--- src/rtl/aps_seq_pkg.sv ---
package aps_seq_pkg;

    typedef enum logic [3:0] {
        PH_IDLE,
        PH_SEL,
        PH_RST,
        PH_GAP1,
        PH_SHR,
        PH_XFER,
        PH_GAP2,
        PH_SHS,
        PH_COL,
        PH_CB,
        PH_CBRD
    } phase_e;

    typedef struct packed {
        logic row_sel;
        logic fd_reset;
        logic samp_rst;
        logic pg_xfer;
        logic samp_sig;
        logic col_sel;
        logic crowbar;
    } strobe_t;

    // Strobe pattern owned by each phase.
    function automatic strobe_t phase_strobes(phase_e p);
        strobe_t s;
        s          = '0;
        s.row_sel  = (p == PH_SEL) || (p == PH_RST) || (p == PH_GAP1) ||
                     (p == PH_SHR) || (p == PH_XFER) || (p == PH_GAP2) ||
                     (p == PH_SHS);
        s.fd_reset = (p == PH_RST);
        s.samp_rst = (p == PH_SHR);
        s.pg_xfer  = (p == PH_XFER);
        s.samp_sig = (p == PH_SHS);
        s.col_sel  = (p == PH_COL) || (p == PH_CB) || (p == PH_CBRD);
        s.crowbar  = (p == PH_CB);
        return s;
    endfunction

endpackage

--- src/rtl/aps_win_axis.sv ---
module aps_win_axis #(
    parameter int N  = 128,
    parameter int AW = $clog2(N)
) (
    input  logic [AW-1:0] lo_i,
    input  logic [AW-1:0] hi_i,
    output logic [AW-1:0] lo_o,
    output logic [AW-1:0] hi_o
);
    logic bad;

    always_comb begin
        bad  = (lo_i > hi_i) || (int'(hi_i) >= N);
        lo_o = bad ? '0 : lo_i;
        hi_o = bad ? AW'(N - 1) : hi_i;
        // a resolved window is never inverted
        a_r8_window_ordered: assert (lo_o <= hi_o);
    end
endmodule

--- src/rtl/aps_phase_timer.sv ---
module aps_phase_timer #(
    parameter int TW = 8
) (
    input  logic          clk,
    input  logic          rst,
    input  logic          load,
    input  logic [TW-1:0] len_i,
    output logic          done_o
);
    logic [TW-1:0] cnt_q;

    always_ff @(posedge clk) begin
        if (rst) begin
            cnt_q <= '0;
        end else if (load) begin
            cnt_q <= (len_i == '0) ? '0 : len_i - 1'b1;
        end else if (cnt_q != '0) begin
            cnt_q <= cnt_q - 1'b1;
        end
    end

    assign done_o = (cnt_q == '0);

    // a running phase shortens by exactly one cycle per clock
    a_r3_count_down: assert property (@(posedge clk) disable iff (rst)
        (!load && cnt_q != '0) |=> (cnt_q == TW'($past(cnt_q) - 1'b1)));
endmodule

--- src/rtl/aps_readout_seq.sv ---
module aps_readout_seq
    import aps_seq_pkg::*;
#(
    parameter int ROWS = 128,
    parameter int COLS = 128,
    parameter int TW   = 8,
    localparam int RAW = $clog2(ROWS),
    localparam int CAW = $clog2(COLS)
) (
    input  logic           clk,
    input  logic           rst,
    input  logic           frame_req,
    input  logic           offset_cancel,
    input  logic [RAW-1:0] win_row_first,
    input  logic [RAW-1:0] win_row_last,
    input  logic [CAW-1:0] win_col_first,
    input  logic [CAW-1:0] win_col_last,
    input  logic [TW-1:0]  t_reset,
    input  logic [TW-1:0]  t_sample,
    input  logic [TW-1:0]  t_xfer,
    input  logic [TW-1:0]  t_settle,
    input  logic [TW-1:0]  t_col,
    output logic           row_sel,
    output logic           fd_reset,
    output logic           samp_rst,
    output logic           pg_xfer,
    output logic           samp_sig,
    output logic           col_sel,
    output logic           crowbar,
    output logic [RAW-1:0] row_addr,
    output logic [CAW-1:0] col_addr,
    output logic           pix_valid,
    output logic           pix_cb,
    output logic           frame_start,
    output logic           row_start,
    output logic           busy
);
    phase_e         ph_q, ph_d;
    logic           adv, tmr_done, accept, scan_step;
    logic [TW-1:0]  len_d;
    logic [RAW-1:0] row_q, r_lo_q, r_hi_q, r_lo_w, r_hi_w;
    logic [CAW-1:0] col_q, c_lo_q, c_hi_q, c_lo_w, c_hi_w;
    logic           cb_q, fs_q, rs_q;
    phase_e         scan_next;
    strobe_t        stb;

    aps_win_axis #(.N(ROWS), .AW(RAW)) u_row_win (
        .lo_i(win_row_first), .hi_i(win_row_last), .lo_o(r_lo_w), .hi_o(r_hi_w));

    aps_win_axis #(.N(COLS), .AW(CAW)) u_col_win (
        .lo_i(win_col_first), .hi_i(win_col_last), .lo_o(c_lo_w), .hi_o(c_hi_w));

    aps_phase_timer #(.TW(TW)) u_timer (
        .clk(clk), .rst(rst), .load(adv), .len_i(len_d), .done_o(tmr_done));

    assign accept = (ph_q == PH_IDLE) && frame_req;

    always_comb begin
        if (col_q != c_hi_q)      scan_next = PH_COL;
        else if (row_q != r_hi_q) scan_next = PH_SEL;
        else                      scan_next = PH_IDLE;
    end

    always_comb begin
        ph_d = ph_q;
        adv  = 1'b0;
        if (ph_q == PH_IDLE) begin
            if (frame_req) begin
                ph_d = PH_SEL;
                adv  = 1'b1;
            end
        end else if (tmr_done) begin
            adv = 1'b1;
            case (ph_q)
                PH_SEL:  ph_d = PH_RST;
                PH_RST:  ph_d = PH_GAP1;
                PH_GAP1: ph_d = PH_SHR;
                PH_SHR:  ph_d = PH_XFER;
                PH_XFER: ph_d = PH_GAP2;
                PH_GAP2: ph_d = PH_SHS;
                PH_SHS:  ph_d = PH_COL;
                PH_COL:  ph_d = cb_q ? PH_CB : scan_next;
                PH_CB:   ph_d = PH_CBRD;
                PH_CBRD: ph_d = scan_next;
                default: ph_d = PH_IDLE;
            endcase
        end
    end

    always_comb begin
        case (ph_d)
            PH_SEL, PH_GAP1, PH_GAP2: len_d = t_settle;
            PH_RST:                   len_d = t_reset;
            PH_SHR, PH_SHS:           len_d = t_sample;
            PH_XFER:                  len_d = t_xfer;
            PH_COL, PH_CB, PH_CBRD:   len_d = t_col;
            default:                  len_d = '0;
        endcase
    end

    assign scan_step = adv && (((ph_q == PH_COL) && !cb_q) || (ph_q == PH_CBRD));

    always_ff @(posedge clk) begin
        if (rst) begin
            ph_q   <= PH_IDLE;
            row_q  <= '0;
            col_q  <= '0;
            r_lo_q <= '0;
            r_hi_q <= '0;
            c_lo_q <= '0;
            c_hi_q <= '0;
            cb_q   <= 1'b0;
            fs_q   <= 1'b0;
            rs_q   <= 1'b0;
        end else begin
            ph_q <= ph_d;
            fs_q <= accept;
            rs_q <= adv && (ph_d == PH_SEL);
            if (accept) begin
                r_lo_q <= r_lo_w;
                r_hi_q <= r_hi_w;
                c_lo_q <= c_lo_w;
                c_hi_q <= c_hi_w;
                cb_q   <= offset_cancel;
                row_q  <= r_lo_w;
                col_q  <= c_lo_w;
            end else if (scan_step) begin
                if (col_q != c_hi_q) begin
                    col_q <= col_q + 1'b1;
                end else if (row_q != r_hi_q) begin
                    row_q <= row_q + 1'b1;
                    col_q <= c_lo_q;
                end
            end
        end
    end

    assign stb         = phase_strobes(ph_q);
    assign row_sel     = stb.row_sel;
    assign fd_reset    = stb.fd_reset;
    assign samp_rst    = stb.samp_rst;
    assign pg_xfer     = stb.pg_xfer;
    assign samp_sig    = stb.samp_sig;
    assign col_sel     = stb.col_sel;
    assign crowbar     = stb.crowbar;
    assign row_addr    = row_q;
    assign col_addr    = col_q;
    assign pix_valid   = ((ph_q == PH_COL) || (ph_q == PH_CBRD)) && tmr_done;
    assign pix_cb      = (ph_q == PH_CBRD);
    assign frame_start = fs_q;
    assign row_start   = rs_q;
    assign busy        = (ph_q != PH_IDLE);

    // transfer begins straight after the reset-level sample
    a_r2_xfer_after_shr: assert property (@(posedge clk) disable iff (rst)
        $rose(pg_xfer) |-> $past(samp_rst));

    // a settle cycle lies between reset pulse and reset sample
    a_r4_gap_before_shr: assert property (@(posedge clk) disable iff (rst)
        $rose(samp_rst) |-> !$past(fd_reset));

    // a settle cycle lies between transfer and signal sample
    a_r4_gap_before_shs: assert property (@(posedge clk) disable iff (rst)
        $rose(samp_sig) |-> !$past(pg_xfer));

    // every delivered pixel lies inside the captured window
    a_r7_pix_in_window: assert property (@(posedge clk) disable iff (rst)
        pix_valid |-> (row_addr >= r_lo_q && row_addr <= r_hi_q &&
                       col_addr >= c_lo_q && col_addr <= c_hi_q));

    // the crowbar only follows a completed normal read
    a_r6_cb_after_read: assert property (@(posedge clk) disable iff (rst)
        $rose(crowbar) |-> $past(pix_valid && !pix_cb));

    // a frame opens with a row start
    a_r10_frame_is_row: assert property (@(posedge clk) disable iff (rst)
        frame_start |-> (row_start && busy));

    // no strobe while idle
    a_r1_idle_quiet: assert property (@(posedge clk) disable iff (rst)
        !busy |-> !(row_sel || fd_reset || samp_rst || pg_xfer || samp_sig ||
                    col_sel || crowbar || pix_valid));
endmodule

--- config.mk ---
export PLATFORM = sky130hd
export DESIGN_NAME = aps_readout_seq
export DESIGN_NICKNAME = d
export VERILOG_FILES = /design/src/rtl/aps_seq_pkg.sv /design/src/rtl/aps_win_axis.sv /design/src/rtl/aps_phase_timer.sv /design/src/rtl/aps_readout_seq.sv
export SDC_FILE = /design/constraint.sdc
export NUM_CORES = 1
export LEC_CHECK = 0
export BUFFER_PORTS_ARGS = -buffer_cell sky130_fd_sc_hd__buf_2
export CORE_MARGIN = 2
export CORE_UTILIZATION = 54
export CTS_CLUSTER_SIZE = 12
export DETAILED_ROUTE_END_ITERATION = 6
export PLACE_DENSITY = 0.9
export SYNTH_ARGS = -nofsm -noshare
export SYNTH_HDL_FRONTEND = slang
export SYNTH_SLANG_ARGS = --single-unit
--- constraint.sdc ---
create_clock -name clk -period 4.2 [get_ports clk]
set_clock_uncertainty 0.15 [all_clocks]
set_input_delay 0.84 -clock clk [delete_from_list [all_inputs] [get_ports clk]]
set_output_delay 0.84 -clock clk [all_outputs]
set_load 0.05 [all_outputs]
* After elaboration in Yosys (flattened, before gate mapping)
Cells that the tools add are included.
** Operators by class
- Add/sub/neg operators :: 4
- Order comparisons :: 2
- Equality and inequality tests :: 23
- Multiplexer cells :: 26
- Reductions and logical operators :: 30
** Operators by type and width (number)
- $mux 7 :: 12
- $pmux 4 s10 :: 1
- $pmux 8 s5 :: 1
- $eq 4x3->1 const B :: 8
- $eq 4x4->1 const B :: 6
- $mux 8 :: 3
- $mux 4 :: 5
- $eq 4x2->1 const B :: 4
- $logic_not 8->1 :: 2
- $sub 8x1->8 const B :: 2
- $add 7x1->7 const B :: 2
- $gt 7x7->1 :: 2
- $ne 7x7->1 :: 2
- $logic_or 1x1->1 :: 10
- $eq 4x1->1 const B :: 2
- $reduce_bool 8->1 :: 1
- $reduce_bool 2->1 :: 3
- $reduce_or 3->1 :: 2
- $logic_and 1x1->1 :: 5
- $logic_not 4->1 :: 1
- $mux 1 :: 4
- $reduce_bool 4->1 :: 1
- $reduce_and 3->1 :: 1
- $reduce_bool 3->1 :: 1
- 4 further kinds :: 4
** Word-level totals
- Register bits after elaboration :: 50
- Bits of input ports :: 72
- Output and inout bits :: 26
- Word-level logic and storage cells :: 95

* Logic depth before layout (Yosys ltp)
- Depth after elaboration :: 13
- Gate-level depth with buffers :: 17
- Mapped depth without buffers :: 15

* Modules after synthesis
Synthesis repeated with hierarchy kept, for this count alone.
** Unflattened totals
- Cells, all modules :: 538
- Area, all modules :: 4281.6 um^2
** Modules (own cells, without submodules)
- aps_readout_seq :: instances 1, cells each 334, area an instance 2683.8 um^2, seq. area each 840.8 um^2
- aps_win_axis :: instances 2, cells each 66, area an instance 498.0 um^2, seq. area each 0.0 um^2
- aps_phase_timer :: instances 1, cells each 72, area an instance 601.8 um^2, seq. area each 160.2 um^2

* Least setup slack after synthesis
Ideal clock, no wire load.
- Path kind :: register to register
- Start point :: register u_timer.cnt_q[0]
- End point :: register col_q[3], in the netlist col_addr[3]
- Setup time :: 0.091 ns
- Arrival :: 3.473 ns
- Data required time :: 3.959 ns
- Slack :: 0.486 ns
- Cell stages (with the launch flop) :: 11
- Buffers on the path :: 1
- Clock period less this slack :: 3.714 ns
- Cells stage by stage :: dfxtp_1 -> inv_1 -> ha_1 -> nor3b_1 -> nand2_2 -> nor3_1 -> o21ai_0 -> o21ai_0 -> clkbuf_1 -> nor2_1 -> a311oi_1
** On the way
- Word-level cells in the longest chain between the ends :: 6
** Ends and longest elaborated chain
- start: declaration :: RTL line aps_phase_timer.sv:10 : logic [TW-1:0] cnt_q;
- start signal: assignment :: RTL line aps_phase_timer.sv:16 : cnt_q <= (len_i == '0) ? '0 : len_i - 1'b1;
- start signal: assignment :: RTL line aps_phase_timer.sv:18 : cnt_q <= cnt_q - 1'b1;
- $logic_not 8->1 :: RTL line aps_phase_timer.sv:22 : assign done_o = (cnt_q == '0);
- $mux 1 :: RTL line aps_readout_seq.sv:72 : end else if (tmr_done) begin
- $mux 1 :: RTL line aps_readout_seq.sv:67 : if (ph_q == PH_IDLE) begin
- $logic_and 1x1->1 :: RTL line aps_readout_seq.sv:101 : assign scan_step = adv && (((ph_q == PH_COL) && !cb_q) || (ph_q == PH_CBRD));
- $reduce_bool 2->1 (no source line)
- $reduce_and 2->1 (no source line)
- end signal: assignment :: RTL line aps_readout_seq.sv:126 : col_q <= c_lo_w;
- end signal: assignment :: RTL line aps_readout_seq.sv:129 : col_q <= col_q + 1'b1;
- end signal: assignment :: RTL line aps_readout_seq.sv:132 : col_q <= c_lo_q;
- end: declaration :: RTL line aps_readout_seq.sv:42 : logic [CAW-1:0] col_q, c_lo_q, c_hi_q, c_lo_w, c_hi_w;
Every way passes these cells.
A chain may end at the register's enable or synchronous reset.

* Worst setup path after layout
- Start point :: register u_timer.cnt_q[0]
- End point :: register u_timer.cnt_q[0]
** On the way
- Word-level cells in the longest chain between the ends :: 9
- Elaborated cells between the ends (all ways) :: 27
- Those cells by class :: 2 x add/sub; 10 x eq/ne; 8 x mux; 7 x reduce/logical
** Ends and longest elaborated chain
- $logic_not 8->1 :: RTL line aps_phase_timer.sv:22
- $mux 4 :: RTL line aps_readout_seq.sv:72
- $mux 4 :: RTL line aps_readout_seq.sv:67
- $eq 4x4->1, or another cell as far along :: RTL line aps_readout_seq.sv:91 : case (ph_d)
- $reduce_or 3->1 / $reduce_or 2->1 (equally long branches) :: RTL line aps_readout_seq.sv:91
- $pmux 8 s5 :: RTL line aps_readout_seq.sv:91
- $sub 8x1->8 / $logic_not 8->1 (equally long branches) :: RTL line aps_phase_timer.sv:16
- $mux 8 :: RTL line aps_phase_timer.sv:16
- $mux 8 :: RTL line aps_phase_timer.sv:15 : end else if (load) begin
Parallel ways exist; a longest one is shown, timed or not. The select of a mux whose other input is x is not followed.

==> impl_metrics.csv <==
group,metric,value,unit
run_status,status,"finished clean",
route,routed_wl,10.6,mm
grt,grt_pass1_wl,17.2,mm
sta,setup_slack,0.213,ns
floorplan,die_area,0.00765,sq mm
clock_tree,cts_max_path_buffers,2,
clock_tree,cts_sinks,50,
yosys,synth_compound_area_share,26.9,%
sta,maxSlewViolCount,0,
floorplan,rows,30,
yosys,avgSynthCellArea,7.77,sq um
worst_setup_path,path_cells,"inv_1 > ha_1 > or3b_2 > nor2_8 > mux2i_2 > a311oi_4 > o21ai_2 > a21o_1 > a221oi_2 > ha_1 > o2111ai_1 > o31a_1 > a22oi_1 > nor2_1",
sta,rsz0062_at_grt,"no",
yosys,synth_top_family_by_area,"compound AO/OA/AOI/OAI gates",
power_and_ir_drop,power.density,490,mW/mm^2
floorplan,ios,98,
yosys,synth_area_leaders,"dfxtp_1 27%, nor2_1 6.5%, ha_1 6.3%",
route,dr.pass1.iters,5,
clock_tree,root_buffer,"clkbuf_8",
route,via_per_inst,6.04,
clock_tree,htreeDepth,2,
place,placedInstanceArea,0.00435,sq mm
cells_and_area,nFillCells,570,
yosys,synth.net_count,575,
sta,slew-limit-headroom,41.6,%
yosys,synthArstFlopShare,0,%
route,first_iter_violations,203,
yosys,synthMostInstantiatedCell,"nor2_1",
cells_and_area,final_nets,673,
sta,holdWs,0.306,ns
sta,setup_tns,0,ns
flow_run,maxCapViolations,0,
place,gp_congestion,0.936,
cells_and_area,area_growth,19.1,%
worst_setup_path,crit_path_frequent_cell,"ha_1",
route,route.detailed.drc,0,
clock_tree,numCtsBuffers,5,
yosys,synth.largest_area_cell,"dfxtp_1",
clock_tree,cts_tree,"built",
power_and_ir_drop,power_leakage,2.04,nW
sta,report.final.setup_viol,0,
yosys,synth_common_cells,"65 x nor2_1, 50 x dfxtp_1, 45 x a21oi_1, 45 x nand2_1, 27 x inv_1",
yosys,synthesis.area,0.00376,sq mm
grt,antenna_found_initial,0,
clock_tree,clk_latency,0.30,ns
sta,fmax,0.251,GHz
route,detail_route.wl_per_cell,16.1,microns
worst_setup_path,start_kind,"flip-flop",
worst_setup_path,worst_ep_required_time,4.21,ns
yosys,yosysWarnings,0,
cells_and_area,drive_gt1_share,25.4,%
yosys,syn_inst,484,
worst_setup_path,endpoint_kind,"flip-flop",
grt,grt_pass1_vias,3685,
sta,period_minus_slack,3.99,ns
sta,hold_violations,0,
floorplan,die_h,87.4,microns
sta,period_share,94.9,%
grt,grt_usage,27.6,%
worst_hold_path,min_path_type,"flip-flop to flip-flop",
yosys,synthAdderAreaFrac,6.32,%
route,ant_nets,0,
floorplan,core_area,0.00676,sq mm
sta,worstMarginPinSlew,0.873,ns
worst_setup_path,cp_max_fo,8,
yosys,synth_xor_area_share,7.22,%
floorplan,initial_core_util,55.6,%
grt,grt_max_degree,46,
place,place.detailed.hpwl,8.22,mm
yosys,synth-simple-area-share,25.1,%
yosys,ys_seq_area_share,26.6,%
yosys,synth_flop_cell,"dfxtp_1",
floorplan,fp.dieW,87.4,microns
grt,overflow,0,
worst_setup_path,crit_arrival,4.00,ns
yosys,synth_top_area_share,26.6,%
place,pre_cts_ws,0.174,ns
clock_tree,clk_pin_slew,0.09,ns
worst_setup_path,cp_slowest_cell,"or3b_2",
place,placement.io_buffers,97,
yosys,synthMuxAreaShare,2.10,%
cells_and_area,diodes,0,
power_and_ir_drop,peakVddDrop,0.292,mV
yosys,synthDistinctLibCells,65,
worst_setup_path,crit_type,"flip-flop to flip-flop",
cells_and_area,final_area,0.00448,sq mm
cells_and_area,final_util,66.3,%
yosys,synth_edf_count,0,
route,via_count,4003,
yosys,synth-seq-cells,50,
worst_setup_path,crit_path_max_incr_delay,0.56,ns
cells in the final DEF (no fill, tap or decap), types with 3 or more instances in the layout:
| master | instances |
|---|---|
| buf_2 | 97 |
| nor2_1 | 65 |
| dfxtp_1 | 50 |
| nand2_1 | 45 |
| a21oi_1 | 45 |
| inv_1 | 27 |
| nand3_1 | 22 |
| ha_1 | 19 |
| xor2_1 | 18 |
| buf_4 | 17 |
| a211oi_1 | 15 |
| xnor2_1 | 13 |
| o21ai_0 | 13 |
| nor3_1 | 11 |
| o211ai_1 | 9 |
| and3_1 | 8 |
| a311oi_1 | 7 |
| nand4_1 | 6 |
| a21o_1 | 6 |
| clkbuf_8 | 6 |
| nand2b_1 | 5 |
| nor3b_1 | 4 |
| and2_1 | 4 |
| o2111ai_1 | 4 |
| nor4_2 | 3 |
| nor2b_1 | 3 |
| o31ai_1 | 3 |
| a2111oi_4 | 3 |
| a22oi_1 | 3 |
path summary, 6_finish.rpt:
path              cells after the start             start                to  slack [ns]
setup / recovery                     14  u_timer.cnt_q[0]  u_timer.cnt_q[0]        0.21
setup reg to reg                     14  u_timer.cnt_q[0]  u_timer.cnt_q[0]        0.21
hold reg to reg                       2         c_lo_q[3]         c_lo_q[3]        0.31
hold / removal                        2         c_lo_q[3]         c_lo_q[3]        0.31
routing by layer:
metal / wire [microns] / global-route usage, %
met5: 0 / 0
met4: 240 / 9.09
met3: 683 / 3.98
met2: 5210 / 47.9
met1: 4510 / 35.0
cell families after synthesis:
logic type                 after synthesis
and+or+nand+nor                        190
AOI/OAI and AO/OA                      137
buffers and inverters                   50
DFF                                     50
xor gates and xnor gates                31
adders and majority gates               19
muxes                                    7
worst max-delay path: cells and delay by family (launching register included):
kind | cells | cell delay [ns]
DFF | 1 | 0.35
AOI/OAI and AO/OA | 7 | 1.93
adders and majority gates | 2 | 0.46
buffers and inverters | 1 | 0.06
and+or+nand+nor | 3 | 0.78
muxes | 1 | 0.12
through the flow:
step	power [mW]	std cells
after floorplan	1.59	484
after global placement	1.85	654
after detailed placement	1.88	654
after CTS	2.17	662
after global routing	2.35	663
final	2.19	663
final cells by class:
cell class / count / area [sq um] / share of cell area (%)
clock buffers: 7 / 86.3 / 1.93
clock inverters: 1 / 5.00 / 0.112
inverters: 27 / 101 / 2.26
multi-input cells: 384 / 2570 / 57.4
flip-flops and latches: 50 / 1000 / 22.4
well taps: 80 / 100 / 2.24
repair buffers: 114 / 613 / 13.7
state kept, by name (all words and copies together) (netlist names):
| signal | flops |
|---|---|
| u_timer.cnt_q | 8 |
| c_hi_q | 7 |
| c_lo_q | 7 |
| col_addr | 7 |
| r_hi_q | 7 |
| row_addr | 7 |
| ph_q | 4 |
| cb_q | 1 |
| frame_start | 1 |
| row_start | 1 |
where the power goes:
| part | switching, mW | total [mW] | internal (mW) |
|---|---|---|---|
| clock | 0.152 | 0.285 | 0.133 |
| combinational | 0.767 | 1.25 | 0.483 |
| sequential | 0.0995 | 0.660 | 0.560 |
repair_timing:
item                                    4_1_cts  5_1_grt
endpoints found under the setup margin        0        7
setup buffers                                 0        1
hold buffers                                  0        0
resized for setup                             0        6
(Power assumes the default switching activity.)
